$ cat src/rtl/ptmr_pkg.sv
package ptmr_pkg;
  // register view: a count unit is weighted at bit UNIT_LSB
  localparam int DATA_W   = 32;
  localparam int UNIT_LSB = 9;
  localparam int LIM_W    = DATA_W - 1 - UNIT_LSB;   // limit field, bits 30:9
  localparam int WIDE_W   = 63;                      // user value width
  localparam int USR_W    = WIDE_W - UNIT_LSB;       // user count width
  localparam int LO_W     = DATA_W - UNIT_LSB;       // count bits in low word
  localparam int HI_W     = USR_W - LO_W;            // count bits in high word

  // word indices, decoded by software
  localparam int WORD_LIMIT  = 0;
  localparam int WORD_COUNT  = 1;
  localparam int WORD_LIMNR  = 2;
  localparam int WORD_RUN    = 3;

  typedef struct packed {
    logic rd_clear;     // limit read acknowledges the event
    logic ld_limit;     // new limit from the bus
    logic bus_restart;  // bus asks for a count restart
    logic run_wr;       // start/stop write in user mode
  } strobe_t;

  typedef enum logic [2:0] {
    RS_ZERO,
    RS_LIMIT,
    RS_SYSCNT,
    RS_USRHI,
    RS_USRLO,
    RS_RUN
  } rsel_e;
endpackage

$ cat src/rtl/ptmr_rst_sync.sv
module ptmr_rst_sync #(
  parameter int STAGES = 2
) (
  input  logic clk,
  input  logic rst_n,
  output logic srst_n
);
  logic [STAGES-1:0] sync_q;
  logic [STAGES-1:0] sync_d;

  always_comb begin
    sync_d = {sync_q[STAGES-2:0], 1'b1};
  end

  always_ff @(posedge clk or negedge rst_n) begin
    if (!rst_n) begin
      sync_q <= '0;
    end else begin
      sync_q <= sync_d;
    end
  end

  assign srst_n = sync_q[STAGES-1];
endmodule

$ cat src/rtl/ptmr_decode.sv
module ptmr_decode
  import ptmr_pkg::*;
#(
  parameter int ADDR_W = 3
) (
  input  logic [ADDR_W-1:0] bus_addr,
  input  logic              bus_rd,
  input  logic              bus_wr,
  input  logic              user,
  output strobe_t           strobe,
  output rsel_e             rsel
);
  localparam logic [ADDR_W-1:0] A_LIMIT = ADDR_W'(WORD_LIMIT);
  localparam logic [ADDR_W-1:0] A_COUNT = ADDR_W'(WORD_COUNT);
  localparam logic [ADDR_W-1:0] A_LIMNR = ADDR_W'(WORD_LIMNR);
  localparam logic [ADDR_W-1:0] A_RUN   = ADDR_W'(WORD_RUN);

  logic hit_limit, hit_count, hit_limnr, hit_run;

  always_comb begin
    hit_limit = (bus_addr == A_LIMIT);
    hit_count = (bus_addr == A_COUNT);
    hit_limnr = (bus_addr == A_LIMNR);
    hit_run   = (bus_addr == A_RUN);
  end

  // side-effect strobes
  always_comb begin
    strobe             = '0;
    strobe.rd_clear    = bus_rd & hit_limit & ~user;
    strobe.ld_limit    = bus_wr & ~user & (hit_limit | hit_limnr);
    strobe.bus_restart = bus_wr & (user ? (hit_limit | hit_count) : hit_limit);
    strobe.run_wr      = bus_wr & user & hit_run;
  end

  // read source selection
  always_comb begin
    rsel = RS_ZERO;
    if (bus_rd) begin
      if (hit_limit)      rsel = user ? RS_USRHI : RS_LIMIT;
      else if (hit_count) rsel = user ? RS_USRLO : RS_SYSCNT;
      else if (hit_run)   rsel = RS_RUN;
      else                rsel = RS_ZERO;
    end
  end
endmodule

$ cat src/rtl/ptmr_counter.sv
module ptmr_counter
  import ptmr_pkg::*;
(
  input  logic             clk,
  input  logic             rst_n,
  input  logic             tick,
  input  logic             run_en,
  input  logic             user,
  input  logic             restart,
  input  logic             mode_chg,
  input  logic             ld_limit,
  input  logic [LIM_W-1:0] lim_wr,
  output logic [USR_W-1:0] cnt,
  output logic [LIM_W-1:0] limit,
  output logic             hit
);
  logic [USR_W-1:0] cnt_q, cnt_d;
  logic [LIM_W-1:0] lim_q, lim_d;
  logic [USR_W-1:0] lim_ext, inc_sys, inc_usr;
  logic             step, at_lim;

  always_comb begin
    lim_ext = {{(USR_W-LIM_W){1'b0}}, lim_q};
    step    = tick & run_en & ~restart;
    at_lim  = ~user & (cnt_q == lim_ext);
    inc_sys = {{(USR_W-LIM_W){1'b0}}, cnt_q[LIM_W-1:0] + 1'b1};
    inc_usr = cnt_q + 1'b1;
    hit     = step & ~user & ~at_lim & (inc_sys == lim_ext);
  end

  // count next state
  always_comb begin
    cnt_d = cnt_q;
    if (restart)      cnt_d = '0;
    else if (step) begin
      if (at_lim)     cnt_d = '0;
      else if (user)  cnt_d = inc_usr;
      else            cnt_d = inc_sys;
    end
  end

  // limit next state
  always_comb begin
    lim_d = lim_q;
    if (mode_chg)      lim_d = '1;
    else if (ld_limit) lim_d = (lim_wr == '0) ? '1 : lim_wr;
  end

  always_ff @(posedge clk or negedge rst_n) begin
    if (!rst_n) begin
      cnt_q <= '0;
      lim_q <= '1;
    end else begin
      cnt_q <= cnt_d;
      lim_q <= lim_d;
    end
  end

  assign cnt   = cnt_q;
  assign limit = lim_q;

  p_step_r2: assert property (@(posedge clk) disable iff (!rst_n)
    (step && !at_lim && !user) |=> cnt_q[LIM_W-1:0] == $past(cnt_q[LIM_W-1:0]) + 1'b1);

  p_wrap_r3: assert property (@(posedge clk) disable iff (!rst_n)
    (step && at_lim) |=> cnt_q == '0);

  p_restart_r5: assert property (@(posedge clk) disable iff (!rst_n)
    restart |=> cnt_q == '0);

  p_hold_r9: assert property (@(posedge clk) disable iff (!rst_n)
    (!(tick && run_en) && !restart) |=> $stable(cnt_q));

  p_limit_nonzero_r6: assert property (@(posedge clk) disable iff (!rst_n)
    lim_q != '0);
endmodule

$ cat src/rtl/ptmr_status.sv
module ptmr_status (
  input  logic clk,
  input  logic rst_n,
  input  logic user,
  input  logic mode_chg,
  input  logic hit,
  input  logic rd_clear,
  input  logic irq_clear,
  input  logic run_wr,
  input  logic run_val,
  output logic reached,
  output logic irq,
  output logic running
);
  logic reached_q, reached_d;
  logic irq_q, irq_d;
  logic run_q, run_d;

  always_comb begin
    reached_d = reached_q;
    if (hit)                        reached_d = 1'b1;
    else if (rd_clear || mode_chg)  reached_d = 1'b0;

    irq_d = irq_q;
    if (hit)                                    irq_d = 1'b1;
    else if (rd_clear || irq_clear || mode_chg) irq_d = 1'b0;

    run_d = run_q;
    if (mode_chg)    run_d = 1'b1;
    else if (run_wr) run_d = run_val;
  end

  always_ff @(posedge clk or negedge rst_n) begin
    if (!rst_n) begin
      reached_q <= 1'b0;
      irq_q     <= 1'b0;
      run_q     <= 1'b1;
    end else begin
      reached_q <= reached_d;
      irq_q     <= irq_d;
      run_q     <= run_d;
    end
  end

  assign reached = reached_q;
  assign irq     = irq_q;
  assign running = run_q;

  p_irq_with_flag_r3: assert property (@(posedge clk) disable iff (!rst_n)
    irq_q |-> reached_q);

  p_hit_raises_r3: assert property (@(posedge clk) disable iff (!rst_n)
    hit |=> (irq_q && reached_q));

  p_read_clears_r4: assert property (@(posedge clk) disable iff (!rst_n)
    (rd_clear && !hit) |=> (!irq_q && !reached_q));

  p_user_quiet_r7: assert property (@(posedge clk) disable iff (!rst_n)
    user |-> (!irq_q && !reached_q));

  p_mode_runs_r10: assert property (@(posedge clk) disable iff (!rst_n)
    mode_chg |=> run_q);
endmodule

$ cat src/rtl/proc_limit_timer.sv
module proc_limit_timer
  import ptmr_pkg::*;
#(
  parameter int ADDR_W = 3
) (
  input  logic              clk,
  input  logic              rst_n,
  input  logic              tick,
  input  logic              user_mode,
  input  logic [ADDR_W-1:0] bus_addr,
  input  logic              bus_rd,
  input  logic              bus_wr,
  input  logic [31:0]       bus_wdata,
  output logic [31:0]       bus_rdata,
  output logic              irq
);
  logic             srst_n;
  logic             mode_q, mode_d, mode_chg, restart;
  strobe_t          strobe;
  rsel_e            rsel;
  logic [USR_W-1:0] cnt;
  logic [LIM_W-1:0] limit;
  logic             hit, reached, running;
  logic             unused_wdata;

  assign unused_wdata = ^{bus_wdata[DATA_W-1], bus_wdata[UNIT_LSB-1:1]};

  ptmr_rst_sync #(.STAGES(2)) u_rst (
    .clk    (clk),
    .rst_n  (rst_n),
    .srst_n (srst_n)
  );

  // registered mode; a difference marks a personality change
  always_comb begin
    mode_d   = user_mode;
    mode_chg = user_mode ^ mode_q;
  end

  always_ff @(posedge clk or negedge srst_n) begin
    if (!srst_n) mode_q <= 1'b0;
    else         mode_q <= mode_d;
  end

  ptmr_decode #(.ADDR_W(ADDR_W)) u_dec (
    .bus_addr (bus_addr),
    .bus_rd   (bus_rd),
    .bus_wr   (bus_wr),
    .user     (mode_q),
    .strobe   (strobe),
    .rsel     (rsel)
  );

  assign restart = mode_chg | strobe.bus_restart;

  ptmr_counter u_cnt (
    .clk      (clk),
    .rst_n    (srst_n),
    .tick     (tick),
    .run_en   (running),
    .user     (mode_q),
    .restart  (restart),
    .mode_chg (mode_chg),
    .ld_limit (strobe.ld_limit),
    .lim_wr   (bus_wdata[DATA_W-2:UNIT_LSB]),
    .cnt      (cnt),
    .limit    (limit),
    .hit      (hit)
  );

  ptmr_status u_st (
    .clk       (clk),
    .rst_n     (srst_n),
    .user      (mode_q),
    .mode_chg  (mode_chg),
    .hit       (hit),
    .rd_clear  (strobe.rd_clear),
    .irq_clear (strobe.bus_restart),
    .run_wr    (strobe.run_wr),
    .run_val   (bus_wdata[0]),
    .reached   (reached),
    .irq       (irq),
    .running   (running)
  );

  // read data
  always_comb begin
    unique case (rsel)
      RS_LIMIT:  bus_rdata = {1'b0, limit, {UNIT_LSB{1'b0}}};
      RS_SYSCNT: bus_rdata = {reached, cnt[LIM_W-1:0], {UNIT_LSB{1'b0}}};
      RS_USRHI:  bus_rdata = {{(DATA_W-HI_W){1'b0}}, cnt[USR_W-1:LO_W]};
      RS_USRLO:  bus_rdata = {cnt[LO_W-1:0], {UNIT_LSB{1'b0}}};
      RS_RUN:    bus_rdata = {{(DATA_W-1){1'b0}}, running};
      default:   bus_rdata = '0;
    endcase
  end

  p_idle_bus_zero_r11: assert property (@(posedge clk) disable iff (!srst_n)
    !bus_rd |-> bus_rdata == '0);
endmodule

$ cat config.mk
export PLATFORM = sky130hd
export DESIGN_NAME = proc_limit_timer
export DESIGN_NICKNAME = d
export VERILOG_FILES = /design/src/rtl/ptmr_pkg.sv /design/src/rtl/ptmr_rst_sync.sv /design/src/rtl/ptmr_decode.sv /design/src/rtl/ptmr_counter.sv /design/src/rtl/ptmr_status.sv /design/src/rtl/proc_limit_timer.sv
export SDC_FILE = /design/constraint.sdc
export NUM_CORES = 1
export LEC_CHECK = 0
export ABC_AREA = 1
export BUFFER_PORTS_ARGS = -buffer_cell sky130_fd_sc_hd__buf_2
export CAP_MARGIN = 15
export CORE_MARGIN = 3
export CORE_UTILIZATION = 55
export DETAILED_ROUTE_END_ITERATION = 10
export GPL_TIMING_DRIVEN = 0
export PLACE_DENSITY = 0.86
export REMOVE_ABC_BUFFERS = 1
export SYNTH_ARGS = -nofsm -noshare
export SYNTH_HDL_FRONTEND = slang
export SYNTH_SLANG_ARGS = --single-unit
$ cat constraint.sdc
create_clock -name clk -period 6.1 [get_ports clk]
set_input_delay 1.22 -clock clk [delete_from_list [all_inputs] [get_ports clk]]
set_output_delay 1.22 -clock clk [all_outputs]
set_load 0.02 [all_outputs]
==> results.md, run 1 <==
- Setup bufs post-CTS: 0
- Switching Share: 26.4%
- Routed vias: 6,714
- Worst vdd ir: 0.000175 V
- # fillers: 982
- Diodes inserted: 0
- Final HPWL DP: 14.5 mm
- Largest family of logic cells by synthesized area: simple AND/OR/NAND/NOR gates
- Final setup viols: 0
- CTS resizes: 0
- IO Count: 74
- Synth-to-Final Area Change: 12.0%
- Synth warn: 0
- Fin nets: 1,038
- Max Freq: roughly 0.22 GHz
- Wire per inst: 17.3 µm
- Max Cap Viol: 0
- Synth unique cells: between 40 and 50
- Setup WS post-layout: 1590 ps
- WP data arrival: approximately 3300 ps
- CTS tree: done
- Final Critical Period: 4510 ps
- Static leakage: approximately 0.0034 µW
- Starting Density: 57.2%
- Die area: around 13,000 µm²
- P_int: 856 µW
- Power density cells: between 150 and 200 nW/µm²
- Sequential power share: 48.3%
- DRT iter0 DRCs: 690
- Global-route wire length before repair: ~32 mm
- Synth Flop Type: dfrtp_1
- Status: completed
- Max Slew Vio Count: 0
- Placeable Area: between 10,000 and 15,000 µm²
- Layout cells sized above 1: 16.0%
- Rows: 38
- Die height: 113 µm
- Psw: 307 µW
- GP Congestion: 0.987
- Worst Hold Class: reg -> async
- CTS buffer count: 9
- Clock root buffer: clkbuf_16
- Mean post-synth cell area: around 6.7 µm²
- Post-DRT Antenna Nets: 0
- Worst-Margin Slew: 1040 ps
- Tcrit/Tclk final: 73.9%
- CP startpoint kind: primary input
- CTS Hold Buffers Added: 0
- Synth Area in Simple Gates: 39.7%
- Asr flop ratio synth: 100%
- Final hold violation count: 0
- Mapped Cells: 939
- Mux cell area share after synthesis: 0%
- 1st-pass router iterations: 6
- Worst-path fanout max: 22
- DRC: 0
- Synth Area in Compound Gates: 13.4%
- Xor and xnor fraction of the mapped netlist area: 3.57%
- Vias per std cell: about 5.9
- Initial antenna violation count: 0
- EDFF count, synth: 0
- Gr usage total: 31.5%
- Largest net degree at the start of global routing: 57
- Die width: 113 µm
- Unrepaired setup endpoints after global routing: false
- Cell area after synthesis: 6280 µm²
- Dpl ws: 1660 ps
- CTS clk-pin slew, worst paths: 60 ps
- Combinational power share: 8.3%
- Total Wirelength: 19.7 mm
- Clock Tree Buf Depth: 2
- Final setup TNS: 0 ps
- Vias in the first global route: 6,288
- Crit. End Element: primary output
- Clock network fraction of total power: 43.4%
- Adder-Cell Fraction of Synth Area: 0.399%
- Final core occ: 64.0%
- I/O Buffers: 64
- H-Tree Depth: 3
- Max-slew headroom: around 30%
- Kind of critical path: in -> out
- Final clock skew: 8.00 ps
- Clock Latency Late Sink: 350 ps
- Sequential area share after synthesis: approximately a third
- Total grt overflow: 0
- WP data required: 4880 ps
- FF+latch count, synth: just over 80
- Clk sinks: 82
## flip-flops by register name, indices dropped and copies added (netlist names)
| name | flops |
|---|---|
| u_st.running | 1 |
| u_cnt.limit | 22 |
| u_rst.sync_q | 2 |
| u_st.reached | 1 |
| mode_q | 1 |
| u_cnt.cnt | 54 |
| u_st.irq | 1 |
## placed cells by master (no fill, tap or decap), drive strengths merged
master,synthesis,final
ha,2,2
o31ai,1,1
nand2,322,322
nand4,14,14
nor4,11,11
a21oi,12,12
and2,2,2
clkinv,1,3
xnor3,1,1
o21bai,2,2
o21ai,41,41
nand3b,4,4
nor2,91,91
dfstp,23,23
clkbuf,12,13
o21a,20,20
clkinvlp,0,1
nor3,24,24
o22ai,34,34
a22oi,2,2
a31oi,1,1
conb,1,1
o211ai,22,22
or2,1,1
xor2,22,22
nand3,67,67
buf,12,69
nor3b,2,2
dfrtp,59,59
xnor2,1,1
inv,132,132
## power by group through the flow
stage | logic [µW] | clock network [µW] | registers (µW)
5_1_grt | 106 | 523 | 563
2_1_floorplan | 48.0 | 0 | 573
6_report | 96.2 | 505 | 562
4_1_cts | 94.8 | 508 | 562
3_3_place_gp | 80.7 | 0 | 578
3_5_place_dp | 94.5 | 0 | 572
## per-stage QoR
stage,cell area [µm²],total power (µW),std cells,hold slack (ps)
after floorplan,6170,621,915,331
after global placement,6660,659,1119,335
after detailed placement,6750,666,1123,252
after CTS,7000,1160,1139,258
after global routing,7030,1190,1140,267
final,7030,1160,1140,250
## area by class of cell
cell class	count	area (µm²)	area share, %
multi-input cells	700	3600	51.2
flip-flops and latches	82	2080	29.6
inverters	133	499	7.10
repair buffers	69	417	5.93
clock buffers	13	240	3.42
well taps	140	175	2.49
clock inverters	3	17.5	0.249
## metal layers
layer,GRT usage [%],vias up,part of all wire (%)
li1,-,3148,-
met1,40.8,3097,39
met2,49.6,400,46
met3,7.91,69,11
met4,14.3,0,3.9
met5,0,-,0
## path summary, 6_finish.rpt
| path | cells past startpoint | startpoint | to | slack, ps |
|---|---|---|---|---|
| min in group clk | 0 | u_rst.sync_q[0]$_DFF_PN0_ | u_rst.sync_q[1]$_DFF_PN0_ | 360 |
| min reg2reg | 0 | u_rst.sync_q[1]$_DFF_PN0_ | u_cnt.cnt[10]$_DFFE_PN0P_ | 250 |
| max in group asynchronous | 1 | u_rst.sync_q[1]$_DFF_PN0_ | u_cnt.limit[3]$_DFFE_PN1P_ | 5180 |
| min | 0 | u_rst.sync_q[1]$_DFF_PN0_ | u_cnt.cnt[10]$_DFFE_PN0P_ | 250 |
| max | 10 | bus_addr[1] | bus_rdata[25] | 1590 |
| max reg2reg | 10 | u_cnt.cnt[51]$_DFFE_PN0P_ | u_cnt.cnt[12]$_DFFE_PN0P_ | 3740 |
## kinds of logic (layout without fill, tap and decap cells)
group	count (synthesis)	count (layout)
buffers and inverters	157	218
and+or+nand+nor	538	538
DFF	82	82
adders and majority gates	2	2
other	1	1
xor gates and xnor gates	24	24
AOI/OAI and AO/OA	135	135
## critical path, stage by stage
cell	delay, ps
buf_2	90
inv_1	50
nor3_1	370
a21oi_1	70
nor2_1	100
nand3_1	90
nand2_1	770
nand2_1	120
o211ai_1	180
buf_2	220
## synth_stat cells (11+ instances only)
master    number  area share (%)
nand3_1       63             5.0
dfrtp_1       59              24
o22ai_1       34             3.4
nor4_1        11             1.1
o21ai_1       17             1.4
nand4_1       13             1.3
nor3_1        16             1.3
o21ai_0       24             1.9
nor2_1        74             4.4
xor2_1        22             3.1
o211ai_1      22             2.6
clkbuf_1      12            0.72
dfstp_2       23             9.6
a21oi_1       11            0.88
inv_1        127             7.6
o21a_1        20             2.4
nand2_1      311              19
(Power assumes the default switching activity.)
==> inputs of run 2 (changes only) <==
Settings changed: CORE_UTILIZATION 55 to 54, PLACE_DENSITY 0.86 to 0.88.
Clock period 6.1 ns to 4 ns, I/O delays scaled along.
==> run 2 against run 1 <==
Count of clock-buffer cells in the layout down 2. Sequential cell count unchanged. Critical endpoint is now bus_rdata[27]. Total power up 64%. Die area up 1.8%. Clock power up 78%. Clock skew down 1.7 ps. Largest power group is now the clock network. Critical path depth down 1. Global-route usage down 0.55 points.
==> results.md, run 2 (synthesis results as in run 1) <==
- Routed vias: 6,650
- DRT iter0 DRCs: 619
- Total grt overflow: 0
- # fillers: 974
- Wire per inst: around 17 µm
- Worst-path fanout max: 22
- Met2 Use GR: 48.8%
- Final setup viols: 0
- Final Critical Period: 3620 ps
- Max reg flops: between 50 and 60
- Max Cap Viol: 0
- Most common cell after layout, fill and taps aside: nand2_1
- Clock Latency Late Sink: between 300 and 400 ps
- Final HPWL DP: 14.3 mm
- Rows: 38
- WP data required: 3200 ps
- Global-route wire length before repair: 31.8 mm
- Crit-path slowest cell: nand2_1
- Clock root buffer: clkbuf_16
- Slowest Stage Delay on Critical Path: 700 ps
- CTS buffer count: 9
- Status: completed
- Most Used Layer, Global Route: met2
- Met1 usage: around two fifths
- 1st-pass router iterations: 5
- Initial antenna violation count: 0
- Final Power: approximately 1900 µW
- Final cell count without fillers: between 1,000 and 1,500
- Kind of critical path: in -> out
- IO Count: 74
- Final hold violation count: 0
- Final clock skew: between 6 and 7 ps
- CP startpoint kind: primary input
- Worst Hold Class: in -> async
- Fin nets: 1,038
- Total Wirelength: about 20 mm
- Starting Density: about 57%
- Power density cells: between 200 and 300 nW/µm²
- Clock Tree Buf Depth: 2
- Largest net degree at the start of global routing: 56
- GP Congestion: 0.968
- Max Slew Vio Count: 0
- Worst-path cell chain: buf_2 > nor3_1 > a21oi_1 > nor2_1 > nand3_1 > nand2_1 > nand2_1 > o211ai_1 > buf_2
- CTS clk-pin slew, worst paths: 60 ps
- Vias in the first global route: 6,264
- Gr usage total: 30.9%
- Most frequent cells in the layout: nand2_1 (311), inv_1 (126), nor2_1 (73), buf_2 (64), nand3_1 (63)
- Placeable Area: 11,100 µm²
- CTS tree: done
- Tcrit/Tclk final: 90.5%
- Static leakage: between 0.003 and 0.004 µW
- I/O Buffers: 64
- Clk sinks: 82
- Max Freq: 0.276 GHz
- CTS resizes: 0
- Crit. End Element: primary output
- Worst-Margin Slew: between 900 and 1000 ps
- Setup bufs post-CTS: 0
- Unrepaired setup endpoints after global routing: false
- WP data arrival: about 2800 ps
- Setup WS post-layout: 381 ps
- Die width: between 100 and 150 µm
- Vias per std cell: 5.83
- Die height: 114 µm
- CTS Hold Buffers Added: 0
- Placed insts: 1,123
- Dpl ws: 398 ps
- Post-DRT Antenna Nets: 0
- Layout cells sized above 1: 16.2%
- H-Tree Depth: 3
- Final setup TNS: 0 ps
- GR Util met3: under 10%
- DRC: 0
- Diodes inserted: 0
- Die area: 13,000 µm²
- Max-slew headroom: a little over a third
- Synth-to-Final Area Change: 12.9%
- Worst vdd ir: 0.000273 V
## run 2: power breakdown
group / switching [µW] / internal (µW) / total [µW] / leakage, µW
clock: 352 / 547 / 899 / 0.000153
combinational: 101 / 44.4 / 145 / 0.00217
sequential: 16.3 / 842 / 858 / 0.00106
## run 2: through the flow
stage / util, % / hold slack, ps / cell area [µm²]
after floorplan: - / 331 / 6170
after global placement: 60.1 / 334 / 6660
after detailed placement: 60.9 / 264 / 6750
after CTS: 63.7 / 225 / 7060
after global routing: 64.0 / 225 / 7090
final: 64.0 / 230 / 7090
## run 2: path summary, 6_finish.rpt
kind	from	to	slack, ps	cells after the start
worst max-delay path	bus_addr[2]	bus_rdata[27]	380	9
worst min register to register	u_rst.sync_q[1]$_DFF_PN0_	u_cnt.cnt[12]$_DFFE_PN0P_	260	0
worst max register to register	u_cnt.cnt[51]$_DFFE_PN0P_	u_cnt.cnt[18]$_DFFE_PN0P_	1630	10
min in group clk	u_rst.sync_q[0]$_DFF_PN0_	u_rst.sync_q[1]$_DFF_PN0_	370	0
worst min-delay path	rst_n	u_rst.sync_q[0]$_DFF_PN0_	230	1
max in group asynchronous	u_rst.sync_q[1]$_DFF_PN0_	u_cnt.limit[0]$_DFFE_PN1P_	3090	1
## run 2: critical path: cells and delay by family
family | cells | cell delay (ps)
compound gates | 2 | 230
buf+inv | 2 | 330
simple gates | 5 | 1470
## run 2: per-layer routing
metal  up-vias  part of all wire [%]
li1       3160                     -
met1      3033                    39
met2       387                    46
met3        70                   9.7
met4         0                   4.4
met5         -                     0
## run 2: final cells by class
type / instances / area (µm²) / area share, %
repair buffers: 69 / 420 / 5.93
inverters: 133 / 499 / 7.04
flip-flops and latches: 82 / 2080 / 29.4
well taps: 140 / 175 / 2.47
clock inverters: 5 / 78.8 / 1.11
clock buffers: 11 / 233 / 3.28
multi-input cells: 700 / 3600 / 50.8
==> inputs of run 3 (changes only) <==
Settings changed: ABC_AREA 1 to 0, CAP_MARGIN 15 to 0, SYNTH_HIERARCHICAL set to 1.
==> run 3 against run 2 <==
Clock skew hardly changed. Final cell count is 25% lower. Non-clock buffer count grew 3. Die area is 1.7% lower. Largest power group unchanged.
==> results.md, run 3 <==
- Count leader, synth: o21ai_0
- Static leakage: 0.00255 µW
- Synth unique cells: 66
- Met3 WL: 1.42 mm
- CP startpoint kind: primary input
- Cell area after synthesis: 6170 µm²
- Clock Tree Buf Depth: 2
- Max Cap Viol: 0
- Met2 routed WL: just under 9 mm
- P_int: 1500 µW
- CTS Hold Buffers Added: 0
- I/O Buffers: 64
- Combinational power share: 12.7%
- EDFF count, synth: 0
- Kind of critical path: in -> out
- Clock network fraction of total power: approximately 45%
- DRT iter0 DRCs: approximately 620
- Power density cells: 297 nW/µm²
- Psw: between 500 and 600 µW
- Diodes inserted: 0
- Largest area contributor in the netlist: dfrtp_1
- Tcrit/Tclk final: between 90 and 100%
- Synth Flop Type: dfrtp_1
- FF+latch count, synth: 82
- 1st-pass router iterations: 5
- Clk sinks: 82
- IO Count: 74
- Final Power: approximately 2000 µW
- GP Congestion: 0.995
- Die width: between 100 and 150 µm
- Vias per std cell: about 7.0
- Worst Hold Class: in -> async
- Top-area cell type share of the netlist area: 23.9%
- Initial antenna violation count: 0
- Crit. End Element: primary output
- Synth-to-Final Area Change: 10.8%
- Final clock skew: 6.10 ps
- Metal-1 WL: 7.53 mm
- Switching Share: about a quarter
- Worst reg-to-reg setup slack: 500 ps
- Total Wirelength: 18.5 mm
- Die area: 12,700 µm²
- Post-DRT Antenna Nets: 0
- Final Critical Period: 3780 ps
- Total grt overflow: 0
- Max Slew Vio Count: 0
- Clock root buffer: clkbuf_16
- CP Buf/Inv Count: 3
- CP delay by family, top: simple AND/OR/NAND/NOR gates
- Crit-path slowest cell: nor3b_2
- Global-route wire length before repair: 29.7 mm
- Layout cells sized above 1: 21.0%
- Gr usage total: roughly 29%
- Unrepaired setup endpoints after global routing: false
- Area contributors post-synth: dfrtp_1 (24%), dfstp_2 (9.8%), nand4bb_1 (7.7%)
- Setup WS post-layout: ~220 ps
- Final hold violation count: 0
- Sequential area share after synthesis: about a third
- Multi-input gate area: 3790 µm²
- Die height: around 110 µm
- Starting Density: 56.2%
- Setup bufs post-CTS: 0
- Worst-path cell chain: buf_2 > nand2b_1 > nor3b_2 > buf_6 > nand2b_4 > o211ai_2 > buf_2
- Synth warn: 6
- CTS tree: done
- Worst-path fanout max: 21
- Hold_ws: ~230 ps
- Final setup viols: 0
- Mapped Cells: 679
- Routed vias: 6,015
- Status: completed
- Sequential power share: a little over two fifths
- Placeable Area: 11,000 µm²
- Dpl ws: 295 ps
- Rows: 38
- Mean post-synth cell area: 9.08 µm²
- Max layer used: met4
- Reg area: 2080 µm²
- DRC: 0
- Most common cell after layout, fill and taps aside: o21ai_0
- WP data required: 3200 ps
- CTS buffer count: 9
- Critical path's most frequent cell: buf_2
- CTS resizes: 0
- Final core occ: 62.2%
- CTS clk-pin slew, worst paths: 60 ps
- Clock Latency Late Sink: between 300 and 400 ps
- Largest net degree at the start of global routing: 51
- # fillers: 911
- H-Tree Depth: 3
- Most frequent cells in the layout: o21ai_0 (74), nand2_1 (65), buf_2 (64), dfrtp_1 (58), nand4bb_1 (42)
- Asr flop ratio synth: 100%
- Max-slew headroom: 13.9%
- Max reg flops: 54
- Slowest Stage Delay on Critical Path: 790 ps
- Commonest cells in the netlist: o21ai_0 (74), nand2_1 (65), dfrtp_1 (59), nand4bb_1 (42), nand3_1 (29)
- Max Freq: 0.264 GHz
- Worst vdd ir: ~0.00024 V
- WP data arrival: slightly below 3000 ps
- Final HPWL DP: approximately 13 mm
- Vias in the first global route: 5,663
- Wire per inst: 21.5 µm
- Worst-Margin Slew: 1290 ps
- Fin nets: 758
[run 3: cell count changes after synthesis, moves of 22 or more]
cell	delta
o21ai_0	+50
nand2_1	-246
nand4bb_1	+42
mux2i_1	+22
nor2_1	-50
o22a_1	+22
inv_1	-119
nand3_1	-34
o22ai_1	-32
[run 3: stage by stage]
stage | TNS (ps) | area, µm² | cells
after detailed placement | 0 | 6520 | 844
after floorplan | -29210 | 5880 | 632
after global routing | 0 | 6840 | 860
final | 0 | 6840 | 860
after global placement | -82020 | 6370 | 836
after CTS | 0 | 6840 | 860
[run 3: cell families after synthesis]
kind of cell,after synthesis,share of synthesized area [%]
simple gates,288,29.7
compound gates,190,21.9
flops,82,33.7
buf+inv,56,5.27
xor+xnor,38,5.40
mux,22,3.57
fa+ha+maj,2,0.406
other cells,1,0.0608
[run 3: cell type report]
class | count | share of cell area (%)
Clock buffer | 11 | 3.55
Clock inverter | 5 | 1.13
Inverter | 9 | 0.494
Multi-Input combinational cell | 541 | 55.5
Sequential cell | 82 | 30.5
Tap cell | 140 | 2.56
Timing Repair Buffer | 72 | 6.31
[run 3: worst paths after layout]
check / from / end / cells past startpoint
max: bus_addr[2] / bus_rdata[17] / 7
min: rst_n / u_rst/sync_q[1]$_DFF_PN0_ / 1
max reg2reg: u_cnt/cnt[6]$_DFFE_PN0P_ / u_st/irq$_DFFE_PN0P_ / 8
min reg2reg: u_rst/sync_q[1]$_DFF_PN0_ / u_cnt/cnt[0]$_DFFE_PN0P_ / 0
max in group asynchronous: u_rst/sync_q[1]$_DFF_PN0_ / u_cnt/limit[19]$_DFFE_PN1P_ / 1
min in group clk: u_rst/sync_q[0]$_DFF_PN0_ / u_rst/sync_q[1]$_DFF_PN0_ / 0
[run 3: power groups by stage]
stage	logic [µW]	registers, µW	clock network [µW]
floorplan	157	882	0
global placement	226	892	0
detailed placement	253	885	0
CTS	255	871	907
global route	278	873	946
finish	259	871	905
[run 3: worst reg2reg max path, delay by kind of cell (launching register included)]
| kind | cells | cell delay [ps] |
|---|---|---|
| compound gates | 3 | 590 |
| simple gates | 5 | 2210 |
| flops | 1 | 650 |
[run 3: layer usage]
metal  vias up  track usage [%]
li1       2685                -
met1      2916             38.8
met2       352             47.3
met3        62             3.26
met4         0             12.3
met5         -                0
